--- src/rtl/cmd_ring_pkg.sv ---
package cmd_ring_pkg;
  localparam logic [5:0] OFS_STAT = 6'h00;
  localparam logic [5:0] OFS_CTRL = 6'h02;
  localparam logic [5:0] OFS_CLR  = 6'h04;

  localparam int NPAIR = 8;
  localparam int PR_BASE = 0;
  localparam int PR_TOP  = 1;
  localparam int PR_HIWM = 2;
  localparam int PR_LOWM = 3;
  localparam int PR_CNT  = 4;
  localparam int PR_WR   = 5;
  localparam int PR_RD   = 6;
  localparam int PR_BP   = 7;

  localparam int CB_RD_EN  = 0;
  localparam int CB_BP_CLR = 1;
  localparam int CB_HI_EN  = 2;
  localparam int CB_LO_EN  = 3;
  localparam int CB_LINK   = 4;
  localparam int CB_BP_EN  = 5;
  localparam int CTRL_W    = 6;
  localparam logic [CTRL_W-1:0] CTRL_KEEP = 6'b11_1101;
endpackage

--- src/rtl/cmd_ring_half_pair.sv ---
module cmd_ring_half_pair #(
  parameter int REG_W = 16
) (
  input  logic               clk_i,
  input  logic               rst_ni,
  input  logic               lo_we_i,
  input  logic               hi_we_i,
  input  logic [REG_W-1:0]   wdata_i,
  output logic               commit_o,
  output logic [2*REG_W-1:0] value_o
);
  logic [REG_W-1:0] stage_q;
  logic             lo_seen_q;

  always_ff @(posedge clk_i or negedge rst_ni) begin
    if (!rst_ni) begin
      stage_q   <= '0;
      lo_seen_q <= 1'b0;
    end else begin
      if (lo_we_i) begin
        stage_q   <= wdata_i;
        lo_seen_q <= 1'b1;
      end else if (hi_we_i) begin
        lo_seen_q <= 1'b0;
      end
    end
  end

  // high half without a fresh low half is dropped
  assign commit_o = hi_we_i && lo_seen_q;
  assign value_o  = {wdata_i, stage_q};
endmodule

--- src/rtl/cmd_ring_ptr.sv ---
module cmd_ring_ptr #(
  parameter int AW   = 32,
  parameter int STEP = 32
) (
  input  logic          clk_i,
  input  logic          rst_ni,
  input  logic [AW-1:0] base_i,
  input  logic [AW-1:0] top_i,
  input  logic          wr_commit_i,
  input  logic [AW-1:0] wr_val_i,
  input  logic          rd_commit_i,
  input  logic [AW-1:0] rd_val_i,
  input  logic          cnt_commit_i,
  input  logic [AW-1:0] cnt_val_i,
  input  logic          prod_wr_i,
  input  logic          link_i,
  input  logic          cons_rd_i,
  input  logic          rd_en_i,
  input  logic          stall_i,
  output logic [AW-1:0] wr_o,
  output logic [AW-1:0] rd_o,
  output logic [AW-1:0] cnt_o,
  output logic [AW-1:0] rd_next_o,
  output logic          acc_o
);
  localparam logic [AW-1:0] STEP_V = AW'(STEP);

  logic [AW-1:0] wr_q, rd_q, cnt_q;
  logic [AW-1:0] wr_n, rd_n, cnt_n, wr_adv, rd_adv;
  logic          prod_adv, acc;

  function automatic logic [AW-1:0] advance(input logic [AW-1:0] p,
                                            input logic [AW-1:0] lo,
                                            input logic [AW-1:0] hi);
    logic [AW-1:0] n;
    n = p + STEP_V;
    return (n >= hi) ? lo : n;
  endfunction

  function automatic logic [AW-1:0] distance(input logic [AW-1:0] w,
                                             input logic [AW-1:0] r,
                                             input logic [AW-1:0] lo,
                                             input logic [AW-1:0] hi);
    return (w >= r) ? (w - r) : (w - r + (hi - lo));
  endfunction

  assign prod_adv = prod_wr_i && link_i;
  assign acc      = cons_rd_i && rd_en_i && !stall_i && (cnt_q != '0);
  assign wr_adv   = advance(wr_q, base_i, top_i);
  assign rd_adv   = advance(rd_q, base_i, top_i);

  always_comb begin
    wr_n = wr_q;
    rd_n = rd_q;
    if (wr_commit_i)   wr_n = wr_val_i;
    else if (prod_adv) wr_n = wr_adv;
    if (rd_commit_i)   rd_n = rd_val_i;
    else if (acc)      rd_n = rd_adv;

    if (cnt_commit_i)                    cnt_n = cnt_val_i;
    else if (wr_commit_i || rd_commit_i) cnt_n = distance(wr_n, rd_n, base_i, top_i);
    else cnt_n = cnt_q + (prod_adv ? STEP_V : '0) - (acc ? STEP_V : '0);
  end

  always_ff @(posedge clk_i or negedge rst_ni) begin
    if (!rst_ni) begin
      wr_q  <= '0;
      rd_q  <= '0;
      cnt_q <= '0;
    end else begin
      wr_q  <= wr_n;
      rd_q  <= rd_n;
      cnt_q <= cnt_n;
    end
  end

  assign wr_o      = wr_q;
  assign rd_o      = rd_q;
  assign cnt_o     = cnt_q;
  assign rd_next_o = rd_adv;
  assign acc_o     = acc;

  AST_CNT_DEC: assert property (@(posedge clk_i) disable iff (!rst_ni)
    (acc && !prod_adv && !wr_commit_i && !rd_commit_i && !cnt_commit_i)
      |=> cnt_q == $past(cnt_q) - STEP_V);

  AST_WR_WRAP: assert property (@(posedge clk_i) disable iff (!rst_ni)
    (prod_adv && !wr_commit_i && (wr_q + STEP_V >= top_i))
      |=> wr_q == $past(base_i));

  AST_UNLINKED_HOLD: assert property (@(posedge clk_i) disable iff (!rst_ni)
    (!link_i && !wr_commit_i) |=> $stable(wr_q));
endmodule

--- src/rtl/cmd_ring_flags.sv ---
module cmd_ring_flags #(
  parameter int AW = 32
) (
  input  logic          clk_i,
  input  logic          rst_ni,
  input  logic [AW-1:0] cnt_i,
  input  logic [AW-1:0] hiwm_i,
  input  logic [AW-1:0] lowm_i,
  input  logic          hi_en_i,
  input  logic          lo_en_i,
  input  logic          clr_ovf_i,
  input  logic          clr_unf_i,
  input  logic          bp_set_i,
  input  logic          clr_bp_i,
  output logic          ovf_o,
  output logic          unf_o,
  output logic          bp_o
);
  logic ovf_q, unf_q, bp_q;
  logic ovf_hit, unf_hit;

  assign ovf_hit = hi_en_i && (cnt_i > hiwm_i);
  assign unf_hit = lo_en_i && (cnt_i < lowm_i);

  // clear wins over a same-cycle set
  always_ff @(posedge clk_i or negedge rst_ni) begin
    if (!rst_ni) begin
      ovf_q <= 1'b0;
      unf_q <= 1'b0;
      bp_q  <= 1'b0;
    end else begin
      if (clr_ovf_i)    ovf_q <= 1'b0;
      else if (ovf_hit) ovf_q <= 1'b1;
      if (clr_unf_i)    unf_q <= 1'b0;
      else if (unf_hit) unf_q <= 1'b1;
      if (clr_bp_i)      bp_q <= 1'b0;
      else if (bp_set_i) bp_q <= 1'b1;
    end
  end

  assign ovf_o = ovf_q;
  assign unf_o = unf_q;
  assign bp_o  = bp_q;

  AST_OVF_STICKY: assert property (@(posedge clk_i) disable iff (!rst_ni)
    (ovf_q && !clr_ovf_i) |=> ovf_q);

  AST_UNF_SET: assert property (@(posedge clk_i) disable iff (!rst_ni)
    (lo_en_i && (cnt_i < lowm_i) && !clr_unf_i) |=> unf_q);

  AST_BP_SET: assert property (@(posedge clk_i) disable iff (!rst_ni)
    (bp_set_i && !clr_bp_i) |=> bp_q);
endmodule

--- src/rtl/cmd_ring_ctrl.sv ---
module cmd_ring_ctrl
  import cmd_ring_pkg::*;
#(
  parameter int REG_W = 16,
  parameter int STEP  = 32
) (
  input  logic             clk_i,
  input  logic             rst_ni,
  input  logic             reg_wr_i,
  input  logic [5:0]       reg_addr_i,
  input  logic [REG_W-1:0] reg_wdata_i,
  output logic [REG_W-1:0] reg_rdata_o,
  input  logic             prod_wr_i,
  input  logic             cons_rd_i,
  output logic             cons_ack_o,
  output logic             irq_o
);
  localparam int AW = 2 * REG_W;

  logic          pair_wr;
  logic [2:0]    pidx;
  logic          commit [NPAIR];
  logic [AW-1:0] pair_val [NPAIR];
  logic [AW-1:0] view [NPAIR];

  logic [AW-1:0] base_q, top_q, hiwm_q, lowm_q, bp_addr_q;
  logic [CTRL_W-1:0] ctrl_q;
  logic [AW-1:0] wr_ptr, rd_ptr, cnt, rd_next;
  logic          acc, ovf, unf, bp_pend, bp_set;
  logic          clr_ovf, clr_unf, clr_bp, ctrl_we;
  logic          idle_rd, idle_cmd;

  assign pair_wr = reg_wr_i && reg_addr_i[5] && !reg_addr_i[0];
  assign pidx    = reg_addr_i[4:2];

  for (genvar i = 0; i < NPAIR; i++) begin : g_pair
    cmd_ring_half_pair #(.REG_W(REG_W)) u_pair (
      .clk_i   (clk_i),
      .rst_ni  (rst_ni),
      .lo_we_i (pair_wr && (pidx == 3'(i)) && !reg_addr_i[1]),
      .hi_we_i (pair_wr && (pidx == 3'(i)) &&  reg_addr_i[1]),
      .wdata_i (reg_wdata_i),
      .commit_o(commit[i]),
      .value_o (pair_val[i])
    );
  end

  assign ctrl_we = reg_wr_i && (reg_addr_i == OFS_CTRL);
  assign clr_bp  = ctrl_we && reg_wdata_i[CB_BP_CLR];
  assign clr_ovf = reg_wr_i && (reg_addr_i == OFS_CLR) && reg_wdata_i[0];
  assign clr_unf = reg_wr_i && (reg_addr_i == OFS_CLR) && reg_wdata_i[1];

  always_ff @(posedge clk_i or negedge rst_ni) begin
    if (!rst_ni) begin
      base_q    <= '0;
      top_q     <= '0;
      hiwm_q    <= '0;
      lowm_q    <= '0;
      bp_addr_q <= '0;
      ctrl_q    <= '0;
    end else begin
      if (commit[PR_BASE]) base_q    <= pair_val[PR_BASE];
      if (commit[PR_TOP])  top_q     <= pair_val[PR_TOP];
      if (commit[PR_HIWM]) hiwm_q    <= pair_val[PR_HIWM];
      if (commit[PR_LOWM]) lowm_q    <= pair_val[PR_LOWM];
      if (commit[PR_BP])   bp_addr_q <= pair_val[PR_BP];
      if (ctrl_we)         ctrl_q    <= reg_wdata_i[CTRL_W-1:0] & CTRL_KEEP;
    end
  end

  cmd_ring_ptr #(.AW(AW), .STEP(STEP)) u_ptr (
    .clk_i       (clk_i),
    .rst_ni      (rst_ni),
    .base_i      (base_q),
    .top_i       (top_q),
    .wr_commit_i (commit[PR_WR]),
    .wr_val_i    (pair_val[PR_WR]),
    .rd_commit_i (commit[PR_RD]),
    .rd_val_i    (pair_val[PR_RD]),
    .cnt_commit_i(commit[PR_CNT]),
    .cnt_val_i   (pair_val[PR_CNT]),
    .prod_wr_i   (prod_wr_i),
    .link_i      (ctrl_q[CB_LINK]),
    .cons_rd_i   (cons_rd_i),
    .rd_en_i     (ctrl_q[CB_RD_EN]),
    .stall_i     (bp_pend),
    .wr_o        (wr_ptr),
    .rd_o        (rd_ptr),
    .cnt_o       (cnt),
    .rd_next_o   (rd_next),
    .acc_o       (acc)
  );

  assign bp_set = ctrl_q[CB_BP_EN] && ctrl_q[CB_RD_EN] && acc && (rd_next == bp_addr_q);

  cmd_ring_flags #(.AW(AW)) u_flags (
    .clk_i    (clk_i),
    .rst_ni   (rst_ni),
    .cnt_i    (cnt),
    .hiwm_i   (hiwm_q),
    .lowm_i   (lowm_q),
    .hi_en_i  (ctrl_q[CB_HI_EN]),
    .lo_en_i  (ctrl_q[CB_LO_EN]),
    .clr_ovf_i(clr_ovf),
    .clr_unf_i(clr_unf),
    .bp_set_i (bp_set),
    .clr_bp_i (clr_bp),
    .ovf_o    (ovf),
    .unf_o    (unf),
    .bp_o     (bp_pend)
  );

  assign idle_rd  = (cnt == '0);
  assign idle_cmd = idle_rd || !ctrl_q[CB_RD_EN] || bp_pend;

  always_comb begin
    view[PR_BASE] = base_q;
    view[PR_TOP]  = top_q;
    view[PR_HIWM] = hiwm_q;
    view[PR_LOWM] = lowm_q;
    view[PR_CNT]  = cnt;
    view[PR_WR]   = wr_ptr;
    view[PR_RD]   = rd_ptr;
    view[PR_BP]   = bp_addr_q;
  end

  always_comb begin
    reg_rdata_o = '0;
    if (reg_addr_i[5] && !reg_addr_i[0]) begin
      reg_rdata_o = reg_addr_i[1] ? view[pidx][AW-1:REG_W] : view[pidx][REG_W-1:0];
    end else if (reg_addr_i == OFS_STAT) begin
      reg_rdata_o = REG_W'({bp_pend, idle_cmd, idle_rd, unf, ovf});
    end else if (reg_addr_i == OFS_CTRL) begin
      reg_rdata_o = REG_W'(ctrl_q);
    end
  end

  assign cons_ack_o = acc;
  assign irq_o      = bp_pend;

  AST_STALL_ON_BP: assert property (@(posedge clk_i) disable iff (!rst_ni)
    irq_o |-> !cons_ack_o);

  AST_ACK_NOT_EMPTY: assert property (@(posedge clk_i) disable iff (!rst_ni)
    cons_ack_o |-> (cnt != '0));

  AST_RD_ADV: assert property (@(posedge clk_i) disable iff (!rst_ni)
    (cons_ack_o && !commit[PR_RD]) |=> rd_ptr == $past(rd_next));
endmodule

--- config.mk ---
export PLATFORM = sky130hd
export DESIGN_NAME = cmd_ring_ctrl
export DESIGN_NICKNAME = d
export VERILOG_FILES = /design/src/rtl/cmd_ring_pkg.sv /design/src/rtl/cmd_ring_half_pair.sv /design/src/rtl/cmd_ring_ptr.sv /design/src/rtl/cmd_ring_flags.sv /design/src/rtl/cmd_ring_ctrl.sv
export SDC_FILE = /design/constraint.sdc
export NUM_CORES = 1
export LEC_CHECK = 0
export BUFFER_PORTS_ARGS = -buffer_cell sky130_fd_sc_hd__buf_4
export CORE_AREA = 2 2 281 283
export CTS_CLUSTER_SIZE = 12
export DETAILED_ROUTE_END_ITERATION = 8
export DIE_AREA = 0 0 283 285
export SYNTH_ARGS = -nofsm -noshare
export SYNTH_HDL_FRONTEND = slang
export SYNTH_SLANG_ARGS = --single-unit
export TNS_END_PERCENT = 30
--- constraint.sdc ---
create_clock -name clk_i -period 13.9 [get_ports clk_i]
set_clock_uncertainty 0.1 [all_clocks]
set_input_delay 2.085 -clock clk_i [delete_from_list [all_inputs] [get_ports clk_i]]
set_output_delay 2.085 -clock clk_i [all_outputs]
set_load 0.02 [all_outputs]
# ---- After elaboration in Yosys (flattened, before gate mapping)
# Cells that the tools add are included.
dict set report word_totals {
  register_bits 400
  out_inout_bits 18
}
dict set report classes {
  addsub 7
  order_cmp 6
  n_eq_ne 10
  n_mux 40
  bitwise_logic 1
  reduce_logical 71
}
# cell n
set op_table {}
lappend op_table {{$mux W32} 11}
lappend op_table {{$bmux W32 S3} 1}
lappend op_table {{$ge A32 B32 Y1} 3}
lappend op_table {{$sub A32 B32 Y32} 3}
lappend op_table {{$add A32 B32 Y32} 2}
lappend op_table {{$add A32 B6 Y32 const B} 2}
lappend op_table {{$logic_and A1 B1 Y1} 49}
lappend op_table {{$eq A32 B32 Y1} 1}
lappend op_table {{$gt A32 B32 Y1} 1}
lappend op_table {{$logic_not A32 Y1} 1}
lappend op_table {{$lt A32 B32 Y1} 1}
lappend op_table {{$mux W16} 2}
lappend op_table {{$reduce_bool A32 Y1} 1}
lappend op_table {{$mux W6} 4}
lappend op_table {{$mux W1} 22}
lappend op_table {{$reduce_bool A2 Y1} 11}
lappend op_table {{$eq A3 B3 Y1 const B} 4}
lappend op_table {{$eq A3 B2 Y1 const B} 2}
lappend op_table {{$eq A6 B2 Y1 const B} 1}
lappend op_table {{$eq A6 B3 Y1 const B} 1}
lappend op_table {{$logic_not A6 Y1} 1}
lappend op_table {{$ge A4 B4 Y1 const B} 1}
lappend op_table {{$logic_not A1 Y1} 4}
lappend op_table {{$not A3 Y4} 1}
lappend op_table {{3 further kinds} 5}

# ---- Depth between registers and ports, before layout
# Gate-level depths: netlist of run 1.
dict set report depth {
  depth_word 11
  mapped_depth 46
  ltp_nobuf 41
}

# ---- Modules after synthesis
# From an unflattened synthesis of run 1, not the netlist that was laid out.
dict set report hier_totals {
  cells_unflattened 2997
  area_unflattened_um2 30860.8
}
# mod instances cells_each area_each_um2 seq_area_each_um2
set modules_own_cells {}
lappend modules_own_cells {cmd_ring_ptr 1 1724 13824.5 2402.3}
lappend modules_own_cells {cmd_ring_ctrl 1 609 8858.5 4129.0}
lappend modules_own_cells {cmd_ring_half_pair 8 54 809.5 425.4}
lappend modules_own_cells {cmd_ring_flags 1 232 1701.6 75.1}

# ---- Worst setup path after synthesis of run 1
# Ideal clock, no wire load.
dict set report synth_path {
  path_type {register -> register}
  from {register u_ptr.wr_q[5], in the netlist u_ptr.wr_o[5]}
  to {register u_ptr.cnt_q[31], in the netlist u_ptr.cnt_o[31]}
  setup_ns 0.120
  t_arrival_ns 9.022
  setup_slack_ns 4.657
  stages_incl_launch_ff 45
  path_buffers 4
  synth_period_minus_slack_ns 9.243
  path_cell_list {dfrtp_1 ha_1 and3_1 and3_1 clkbuf_1 nand3_2 or2_2 nor3_2 and2_1 nand4_1 xnor2_1 ha_1 nand4_1 nor3_1 nand3_1 o211ai_1 clkbuf_1 clkbuf_1 [9 not listed] o21ai_0 nand2b_1 xnor2_1 fa_1 inv_1 ha_1 clkbuf_1 o21ai_0 o21ba_2 a2bb2oi_1 nand3_1 nand3_1 o311ai_1 or4_1 nand4_1 xor2_1 xnor2_1 o211a_1}
}
dict set report synth_via {
  elab_chain_cells 10
  word_cells_on_any_way 11
  classes_between {add/sub: 3; order compare: 2; mux: 6}
}
# element line
set synth_lines {}
lappend synth_lines {{start, declared} cmd_ring_ptr.sv:28} ;# logic [AW-1:0] wr_q, rd_q, cnt_q;
lappend synth_lines {{start signal, assigned} cmd_ring_ptr.sv:71} ;# wr_q <= wr_n;
lappend synth_lines {{$add A32 B6 Y32} cmd_ring_ptr.sv:36} ;# n = p + STEP_V;
lappend synth_lines {{$ge A32 B32 Y1} cmd_ring_ptr.sv:37} ;# return (n >= hi) ? lo : n;
lappend synth_lines {{$mux W32} cmd_ring_ptr.sv:37}
lappend synth_lines {{$mux W32 (*)} cmd_ring_ptr.sv:56} ;# else if (prod_adv) wr_n = wr_adv;
lappend synth_lines {{$mux W32 (*)} cmd_ring_ptr.sv:55} ;# if (wr_commit_i) wr_n = wr_val_i;
lappend synth_lines {{named net u_ptr.wr_n[5]} cmd_ring_ptr.sv:29} ;# logic [AW-1:0] wr_n, rd_n, cnt_n, wr_adv, rd_adv;
lappend synth_lines {{$sub A32 B32 Y32} cmd_ring_ptr.sv:44} ;# return (w >= r) ? (w - r) : (w - r + (hi - lo));
lappend synth_lines {{$add A32 B32 Y32} cmd_ring_ptr.sv:44}
lappend synth_lines {{$mux W32 (*)} cmd_ring_ptr.sv:44}
lappend synth_lines {{$mux W32 (*)} cmd_ring_ptr.sv:61} ;# else if (wr_commit_i || rd_commit_i) cnt_n = distance(wr_n, rd_n, base_i, top_i);
lappend synth_lines {{$mux W32 (*)} cmd_ring_ptr.sv:60} ;# if (cnt_commit_i) cnt_n = cnt_val_i;
lappend synth_lines {{named net u_ptr.cnt_n[31]} cmd_ring_ptr.sv:29}
lappend synth_lines {{end signal, assigned} cmd_ring_ptr.sv:73} ;# cnt_q <= cnt_n;
lappend synth_lines {{end, declared} cmd_ring_ptr.sv:28}
# The timed path passes the listed nets; every way through them passes the cells marked *.
# A chain may end at the register's enable or synchronous reset.

# ---- Final worst setup path of run 1
dict set report layout_path {
  from {register u_ptr.rd_q[5], in the netlist u_ptr.rd_o[5]}
  to {register u_ptr.cnt_q[31], in the netlist u_ptr.cnt_o[31]}
}
dict set report layout_via {
  elab_chain_cells 10
  word_cells_on_any_way 11
  classes_between {add/sub: 3; order compare: 2; mux: 6}
}
# element line
set layout_lines {}
lappend layout_lines {{start, declared} cmd_ring_ptr.sv:28}
lappend layout_lines {{start signal, assigned} cmd_ring_ptr.sv:72} ;# rd_q <= rd_n;
lappend layout_lines {{$add A32 B6 Y32} cmd_ring_ptr.sv:36}
lappend layout_lines {{$ge A32 B32 Y1} cmd_ring_ptr.sv:37}
lappend layout_lines {{$mux W32} cmd_ring_ptr.sv:37}
lappend layout_lines {{$mux W32 (*)} cmd_ring_ptr.sv:58} ;# else if (acc) rd_n = rd_adv;
lappend layout_lines {{$mux W32 (*)} cmd_ring_ptr.sv:57} ;# if (rd_commit_i) rd_n = rd_val_i;
lappend layout_lines {{$sub A32 B32 Y32} cmd_ring_ptr.sv:44}
lappend layout_lines {{$add A32 B32 Y32} cmd_ring_ptr.sv:44}
lappend layout_lines {{$mux W32 (*)} cmd_ring_ptr.sv:44}
lappend layout_lines {{$mux W32 (*)} cmd_ring_ptr.sv:61}
lappend layout_lines {{$mux W32 (*)} cmd_ring_ptr.sv:60}
lappend layout_lines {{named net u_ptr.cnt_n[31]} cmd_ring_ptr.sv:29}
# Marked as above.

==> results of run 1 <==
[path summary, 6_finish.rpt]
check	slack (ps)	cells after the start	to	startpoint
worst min register to register	380	2	u_ptr.cnt_o[8]	g_pair[4].u_pair.stage_q[8]
worst max register to register	2880	39	u_ptr.cnt_o[31]	u_ptr.rd_o[5]
min in group asynchronous	1370	1	hiwm_q[13]	rst_ni
max in group asynchronous	10120	3	bp_addr_q[7]	rst_ni
worst min-delay path	380	2	u_ptr.cnt_o[8]	g_pair[4].u_pair.stage_q[8]
worst max-delay path	2880	39	u_ptr.cnt_o[31]	u_ptr.rd_o[5]
[critical path: cells and delay by family, from the launching register on]
| family | cells | cell delay (ps) |
|---|---|---|
| buffers and inverters | 3 | 470 |
| adders and majority gates | 4 | 1540 |
| AOI/OAI and AO/OA | 13 | 3340 |
| muxes | 1 | 150 |
| xor gates and xnor gates | 4 | 750 |
| DFF | 1 | 470 |
| and+or+nand+nor | 14 | 4060 |
[stage by stage]
| stage | setup WS (ps) | instances | hold slack [ps] |
|---|---|---|---|
| final | 2880 | 4016 | 380 |
| after floorplan | 4660 | 2935 | 346 |
| after CTS | 3180 | 4015 | 381 |
| after detailed placement | 3210 | 3929 | 368 |
| after global routing | 2130 | 4015 | 401 |
| after global placement | 3400 | 3929 | 360 |
[logic make-up after synthesis]
group,after synthesis
mux,419
fa+ha+maj,270
compound gates,631
simple gates,633
flops,400
xor+xnor,162
buf+inv,420
[cell usage in the layout, fill, tap and decap left out, types with 8 or more instances in the layout]
| cell | n |
|---|---|
| and4_1 | 13 |
| clkbuf_1 | 10 |
| a31oi_1 | 16 |
| a21oi_1 | 206 |
| mux4_2 | 80 |
| o221ai_1 | 8 |
| and3_1 | 32 |
| fa_1 | 33 |
| clkbuf_16 | 47 |
| dfrtp_1 | 400 |
| nand4_1 | 55 |
| o21bai_1 | 17 |
| ha_1 | 237 |
| a22oi_1 | 15 |
| a221o_1 | 8 |
| nor2_1 | 177 |
| nand2b_1 | 31 |
| nor4_1 | 13 |
| xnor2_1 | 99 |
| nand2_1 | 146 |
| a211oi_1 | 36 |
| o31ai_1 | 8 |
| o21a_1 | 15 |
| o21ai_0 | 136 |
| xor2_1 | 63 |
| a21o_1 | 58 |
| nor2b_1 | 37 |
| nand3_1 | 44 |
| o211ai_1 | 11 |
| clkbuf_8 | 8 |
| and2_1 | 11 |
| nor3_1 | 25 |
| mux2i_1 | 42 |
| or2_2 | 13 |
| buf_4 | 79 |
| clkinv_2 | 13 |
| a221oi_1 | 8 |
| inv_1 | 282 |
| mux2_2 | 297 |
| o22ai_1 | 31 |
[state kept, by name, indices dropped and copies added (netlist names)]
name                     count
lowm_q                      32
u_ptr.rd_o                  32
u_ptr.wr_o                  32
u_flags.unf_o                1
u_flags.bp_o                 1
u_flags.ovf_o                1
bp_addr_q                   32
g_pair.u_pair.lo_seen_q      8
ctrl_q                       5
g_pair.u_pair.stage_q      128
u_ptr.cnt_o                 32
base_q                      32
hiwm_q                      32
top_q                       32
[area by class of cell]
class,count,area [um2],area share (%)
tap,1050,1310,4.06
multi-input combinational,2115,17800,54.9
inverter,283,1060,3.29
antenna,1,2.50,0.00774
sequential,400,10000,31.0
clock buffer,65,1320,4.10
clock inverter,21,226,0.701
timing repair buffer,81,628,1.94
[metal layers]
metal	share of wire, %	vias up	wire [um]
met3	8.6	314	9740
li1	-	10523	-
met4	7.9	2	8920
met1	42	11909	47200
met5	0.011	-	13
met2	42	1128	47300
[report_power, final]
| part | leakage [uW] | internal [uW] | switching, uW |
|---|---|---|---|
| Combinational | 0.00874 | 2500 | 3570 |
| Sequential | 0.00534 | 1340 | 324 |
| Clock | 0.000769 | 725 | 548 |
==> run_results.csv, run 1 <==
group,metric,value,unit
run_status,status,"finished, final reports clean",
placement,place.gp.congestion,1.05,
synth,yosysWarnings,0,
worst_setup_path,critPathMaxStageDelay,610,ps
cts,cts_resized,0,
placement,place_area,0.0308,mm2
synth,synth-edff-count,0,
global_routing,grt_max_degree,149,
floorplan,design.die.area,0.0807,mm2
sta,relSlewSlack,17.6,%
floorplan,row_count,103,
layout,area_delta_synth_final,10.3,%
cts,cts_buffers,47,
power,total_power,9010,uW
synth,ys_seq_area_share,34.2,%
power,powerDensity,279,mW/mm2
sta,rsz0062_at_grt,"no",
cts,clk_pin_slew,60,ps
synth,synth_top_family_by_area,"multiplexers",
worst_setup_path,crit_required,14310,ps
route,wl,113,mm
cts,htreeDepth,2,
worst_setup_path,criticalPathCategory,"flop to flop",
global_routing,grtUsageTotal,27.9,%
global_routing,overflow,0,
synth,ys_top_cells_by_count,"400 x dfrtp_1, 297 x mux2_2, 282 x inv_1",
global_routing,grtUsageMet1,37.1,%
route,route.detailed.wl_per_inst,28.2,um
worst_setup_path,start_kind,"flop",
synth,postSynthAreaPerCell,9.99,um2
sta,tightest_slew,1220,ps
synth,syn_area,0.0293,mm2
flow_run,maxCapViolCount,0,
worst_setup_path,cpMostUsedCell,"nand3_1",
global_routing,grt_pass1_vias,23013,
floorplan,io_pins,45,
global_routing,grt-busiest-layer,"met2",
global_routing,grt_pass1_wl,164,mm
power,total_leakage_power,0.0149,uW
synth,yosys.area_share.simple,10.6,%
synth,yosys.area.top_type,"dfrtp_1",
sta,min_period_over_period,79.3,%
floorplan,die_y,285,um
cts,ctsHoldBuffers,0,
cts,clockBufferDepth,3,
synth,synthCells,2935,
placement,dp_hpwl,85.1,mm
layout,nNetsFinal,3225,
placement,port_buffers,44,
global_routing,use_met3,6.01,%
route,viasPerCell,5.95,
synth,yosysUniqueCellTypes,77,
layout,drive_gt1_share,19.3,%
worst_setup_path,worstSetupEndpointType,"flop",
global_routing,use_met2,40.8,%
floorplan,core-area,0.0780,mm2
cts,cts-root-buf,"clkbuf_16",
route,first_pass_iters,8,
sta,setup_viol,0,
worst_setup_path,crit_path_max_fanout,41,
layout,fin_util,41.5,%
synth,synth_compound_area_share,13.5,%
synth,synthXorXnorAreaFrac,4.84,%
sta,slew_violations,0,
route,drc_errors,0,
worst_hold_path,hp-class,"flop to flop",
cts,cts_tree,"done",
global_routing,antenna_found_initial,4,
sta,hold_viol_final,0,
sta,finalWorstPathRequiredPeriod,11020,ps
synth,synthAdderAreaFrac,12.4,%
synth,synthMuxAreaShare,19.0,%
synth,synth_nets,3232,
layout,stdcell_area,0.0323,mm2
sta,tns,0,ps
synth,synth.most_common_cell,"dfrtp_1",
synth,synth_top_flop_cell,"dfrtp_1",
cts,clock-sinks,400,
cts,post-cts-setup-buffer-count,0,
route,vias,23876,
synth,yosys-top-cells-area,"dfrtp_1 34%, mux2_2 11%, ha_1 10%",
worst_setup_path,worstPathArrival,11430,ps
synth,synthArstFlopShare,100,%
route,ant_nets,0,
synth,ys_ff_latch,400,
synth,synth_top_cell_area_share,34.2,%
power,max-vdd-ir-drop,274,uV
route,dr.first_iter.drc_count,2547,
sta,fmax,0.0907,GHz
floorplan,initial_utilization,37.6,%
layout,fill_cells,7654,
cts,clk-insertion-delay-late,620,ps
worst_setup_path,slowest_stage,"nor4_1",
floorplan,die_w,283,um
Power figures use the tool's default switching activity.
==> run 2, diff against run 1 <==
ABC_AREA = 1   (was not set)
CORE_AREA = 2 2 283 285   (was 2 2 281 283)
DIE_AREA = 0 0 285 287   (was 0 0 283 285)
clock period = 9.45 ns   (was 13.9 ns; I/O delays follow)
==> run 2 against run 1 <==
Compared with the run above: sequential share of layout area down 0.91 points; sequential power up 53%; design area is 3.0% higher; register-to-register slack lost 2300 ps; wire length rose by 17%; area after synthesis rose by 1.5%; die area is 1.4% higher; via count increased by 25%; clock-buffer cell count increased by 3; global-route usage is 3.9 points higher; power up 68%; critical path type unchanged; critical endpoint is now u_ptr.cnt_o[29]; largest power group unchanged; highest routed layer is now met4.
==> run_results.csv, run 2 <==
group,metric,value,unit
run_status,status,"finished, final reports clean",
synth,synthCells,4081,
sta,fin_ws,558,ps
synth,ys_top_cells_by_count,"884 x nand2_1, 578 x inv_1, 408 x o21ai_0",
route,first_pass_iters,6,
synth,synth_top_flop_cell,"dfrtp_1",
layout,largest_register,"g_pair.u_pair.stage_q",
synth,yosysUniqueCellTypes,62,
placement,place.gp.congestion,1.03,
synth,synth.most_common_cell,"nand2_1",
worst_setup_path,start_kind,"flop",
floorplan,die_w,285,um
power,seqPwrFrac,16.9,%
global_routing,antenna_found_initial,5,
flow_run,maxCapViolCount,0,
cts,cts_buffers,49,
synth,syn_area,0.0298,mm2
worst_setup_path,crit_path_max_fanout,6,
cts,cts_tree,"done",
global_routing,grt_max_degree,121,
route,dr.first_iter.drc_count,4034,
route,wl,132,mm
floorplan,row_count,103,
sta,relSlewSlack,12.6,%
sta,min_period_over_period,94.1,%
sta,setup_viol,0,
worst_hold_path,hp-class,"flop to flop",
power,pwr-share-comb,69.1,%
global_routing,use_met2,48.5,%
placement,pre_cts_ws,527,ps
layout,mostFrequentLayoutCell,"nand2_1",
floorplan,core-area,0.0786,mm2
synth,yosys.area.top_type,"dfrtp_1",
global_routing,grt_pass1_wl,190,mm
layout,area_delta_synth_final,11.9,%
synth,synth-edff-count,0,
global_routing,grt_pass1_vias,28077,
synth,synth_nets,4378,
layout,diodes,0,
layout,layout.cells.most_common_list,"883 x nand2_1, 578 x inv_1, 407 x o21ai_0",
power,intPower,6870,uW
floorplan,io_pins,45,
power,clock_power_share,14.0,%
cts,htreeDepth,2,
cts,clk-insertion-delay-late,640,ps
layout,nNetsFinal,4399,
route,vias,29816,
synth,synth_top_cell_area_share,33.6,%
sta,slew_violations,0,
cts,cts-root-buf,"clkbuf_16",
floorplan,design.die.area,0.0818,mm2
synth,yosys-top-cells-area,"dfrtp_1 34%, nand2_1 11%, ha_1 10%",
sta,rsz0062_at_grt,"no",
layout,largest_reg_flops,128,
layout,drive_gt1_share,6.96,%
route,viasPerCell,5.75,
synth,yosysWarnings,0,
global_routing,grtUsageTotal,31.8,%
global_routing,overflow,0,
sta,tightest_slew,1300,ps
global_routing,grtUsageMet1,44.9,%
floorplan,die_y,287,um
worst_setup_path,cpMostUsedCell,"nand2_1",
sta,fmax,0.112,GHz
route,route.detailed.wl_per_inst,25.5,um
route,drc_errors,0,
synth,ys_ff_latch,400,
cts,clk_pin_slew,70,ps
cts,clock-sinks,400,
worst_setup_path,worstPathArrival,9270,ps
worst_setup_path,crit_required,9830,ps
placement,dp_hpwl,101,mm
sta,hold_viol_final,0,
placement,port_buffers,44,
synth,synthArstFlopShare,100,%
power,swShare,54.5,%
floorplan,initial_utilization,37.9,%
worst_setup_path,critPathMaxStageDelay,490,ps
sta,tns,0,ps
synth,ys_seq_area_share,33.6,%
power,p_switching,8250,uW
worst_setup_path,criticalPathCategory,"flop to flop",
power,total_leakage_power,0.0164,uW
global_routing,grt-busiest-layer,"met2",
synth,postSynthAreaPerCell,7.29,um2
route,ant_nets,0,
global_routing,use_met3,5.85,%
worst_setup_path,slowest_stage,"fa_1",
power,powerDensity,454,mW/mm2
worst_setup_path,worstSetupEndpointType,"flop",
sta,finalWorstPathRequiredPeriod,8890,ps
cts,clockBufferDepth,3,
power,max-vdd-ir-drop,245,uV
## run 2: changes by cell type in the layout (fill, tap and decap cells not counted), sizes merged, moves of 42 or more
cell    before  now
nor2       180  295
o211ai      12   63
mux2       297    4
nand3       49  161
mux4        80    0
mux2i       42    0
a21oi      206  342
inv        283  589
a21o        58   12
buf         81  137
nand2      146  888
o21ai      139  442
xnor2       99   26
## run 2: path summary, 6_finish.rpt
kind	cells past startpoint	to	slack (ps)	startpoint
worst max-delay path	54	u_ptr.cnt_o[29]	560	u_ptr.wr_o[5]
worst min-delay path	2	base_q[0]	380	g_pair[0].u_pair.stage_q[0]
worst max register to register	54	u_ptr.cnt_o[29]	560	u_ptr.wr_o[5]
worst min register to register	2	base_q[0]	380	g_pair[0].u_pair.stage_q[0]
max in group asynchronous	2	bp_addr_q[29]	7020	rst_ni
min in group asynchronous	1	lowm_q[6]	710	rst_ni
## run 2: layer usage
metal | vias up | wire, um
li1 | 13695 | -
met1 | 14388 | 57100
met2 | 1505 | 56500
met3 | 228 | 13300
met4 | 0 | 5280
met5 | - | 0
## run 2: logic make-up (layout without fill, tap and decap cells)
kind of cell | Yosys count | count (layout) | share of synthesized area (%)
xor+xnor | 91 | 91 | 2.68
flops | 400 | 400 | 33.6
compound gates | 1090 | 1090 | 20.9
simple gates | 1470 | 1470 | 20.7
mux | 4 | 4 | 0.151
buf+inv | 756 | 814 | 9.71
fa+ha+maj | 270 | 270 | 12.2
## run 2: repair_timing
action / 4_1_cts / 5_1_grt
hold buffers: 0 / 0
buffers inserted: 0 / 2
endpoints found under the setup margin: 0 / 6
resized for setup: 0 / 7
## run 2: power groups by stage
stage | Sequential [uW] | Combinational (uW) | Clock, uW
finish | 2560 | 10400 | 2120
global placement | 2550 | 10100 | 0
CTS | 2530 | 10100 | 2140
floorplan | 2330 | 6840 | 0
global route | 2580 | 11400 | 2210
detailed placement | 2560 | 10100 | 0
## run 2: through the flow
| step | area (um2) | power, uW | utilization (%) | hold WS (ps) | cells |
|---|---|---|---|---|---|
| finish | 33300 | 15100 | 42.4 | 376 | 5189 |
| detailed placement | 31500 | 12600 | 40.0 | 369 | 5099 |
| global placement | 31500 | 12700 | 40.0 | 363 | 5099 |
| CTS | 33300 | 14800 | 42.3 | 376 | 5187 |
| floorplan | 29800 | 9170 | - | 348 | 4081 |
| global route | 33300 | 16200 | 42.4 | 402 | 5189 |
## run 2: worst max-delay path, delay by kind of cell, from the launching register on
| kind | cells | cell delay, ps |
|---|---|---|
| xor gates and xnor gates | 2 | 510 |
| DFF | 1 | 440 |
| adders and majority gates | 6 | 2040 |
| AOI/OAI and AO/OA | 12 | 2160 |
| buffers and inverters | 9 | 710 |
| and+or+nand+nor | 25 | 2790 |
## run 2: area by class of cell
class	count	area, um2
multi-input cells	2925	16900
repair buffers	137	1060
fillers	8246	45300
clock buffers	68	1420
well taps	1050	1310
inverters	589	2210
clock inverters	20	357
flip-flops and latches	400	10000
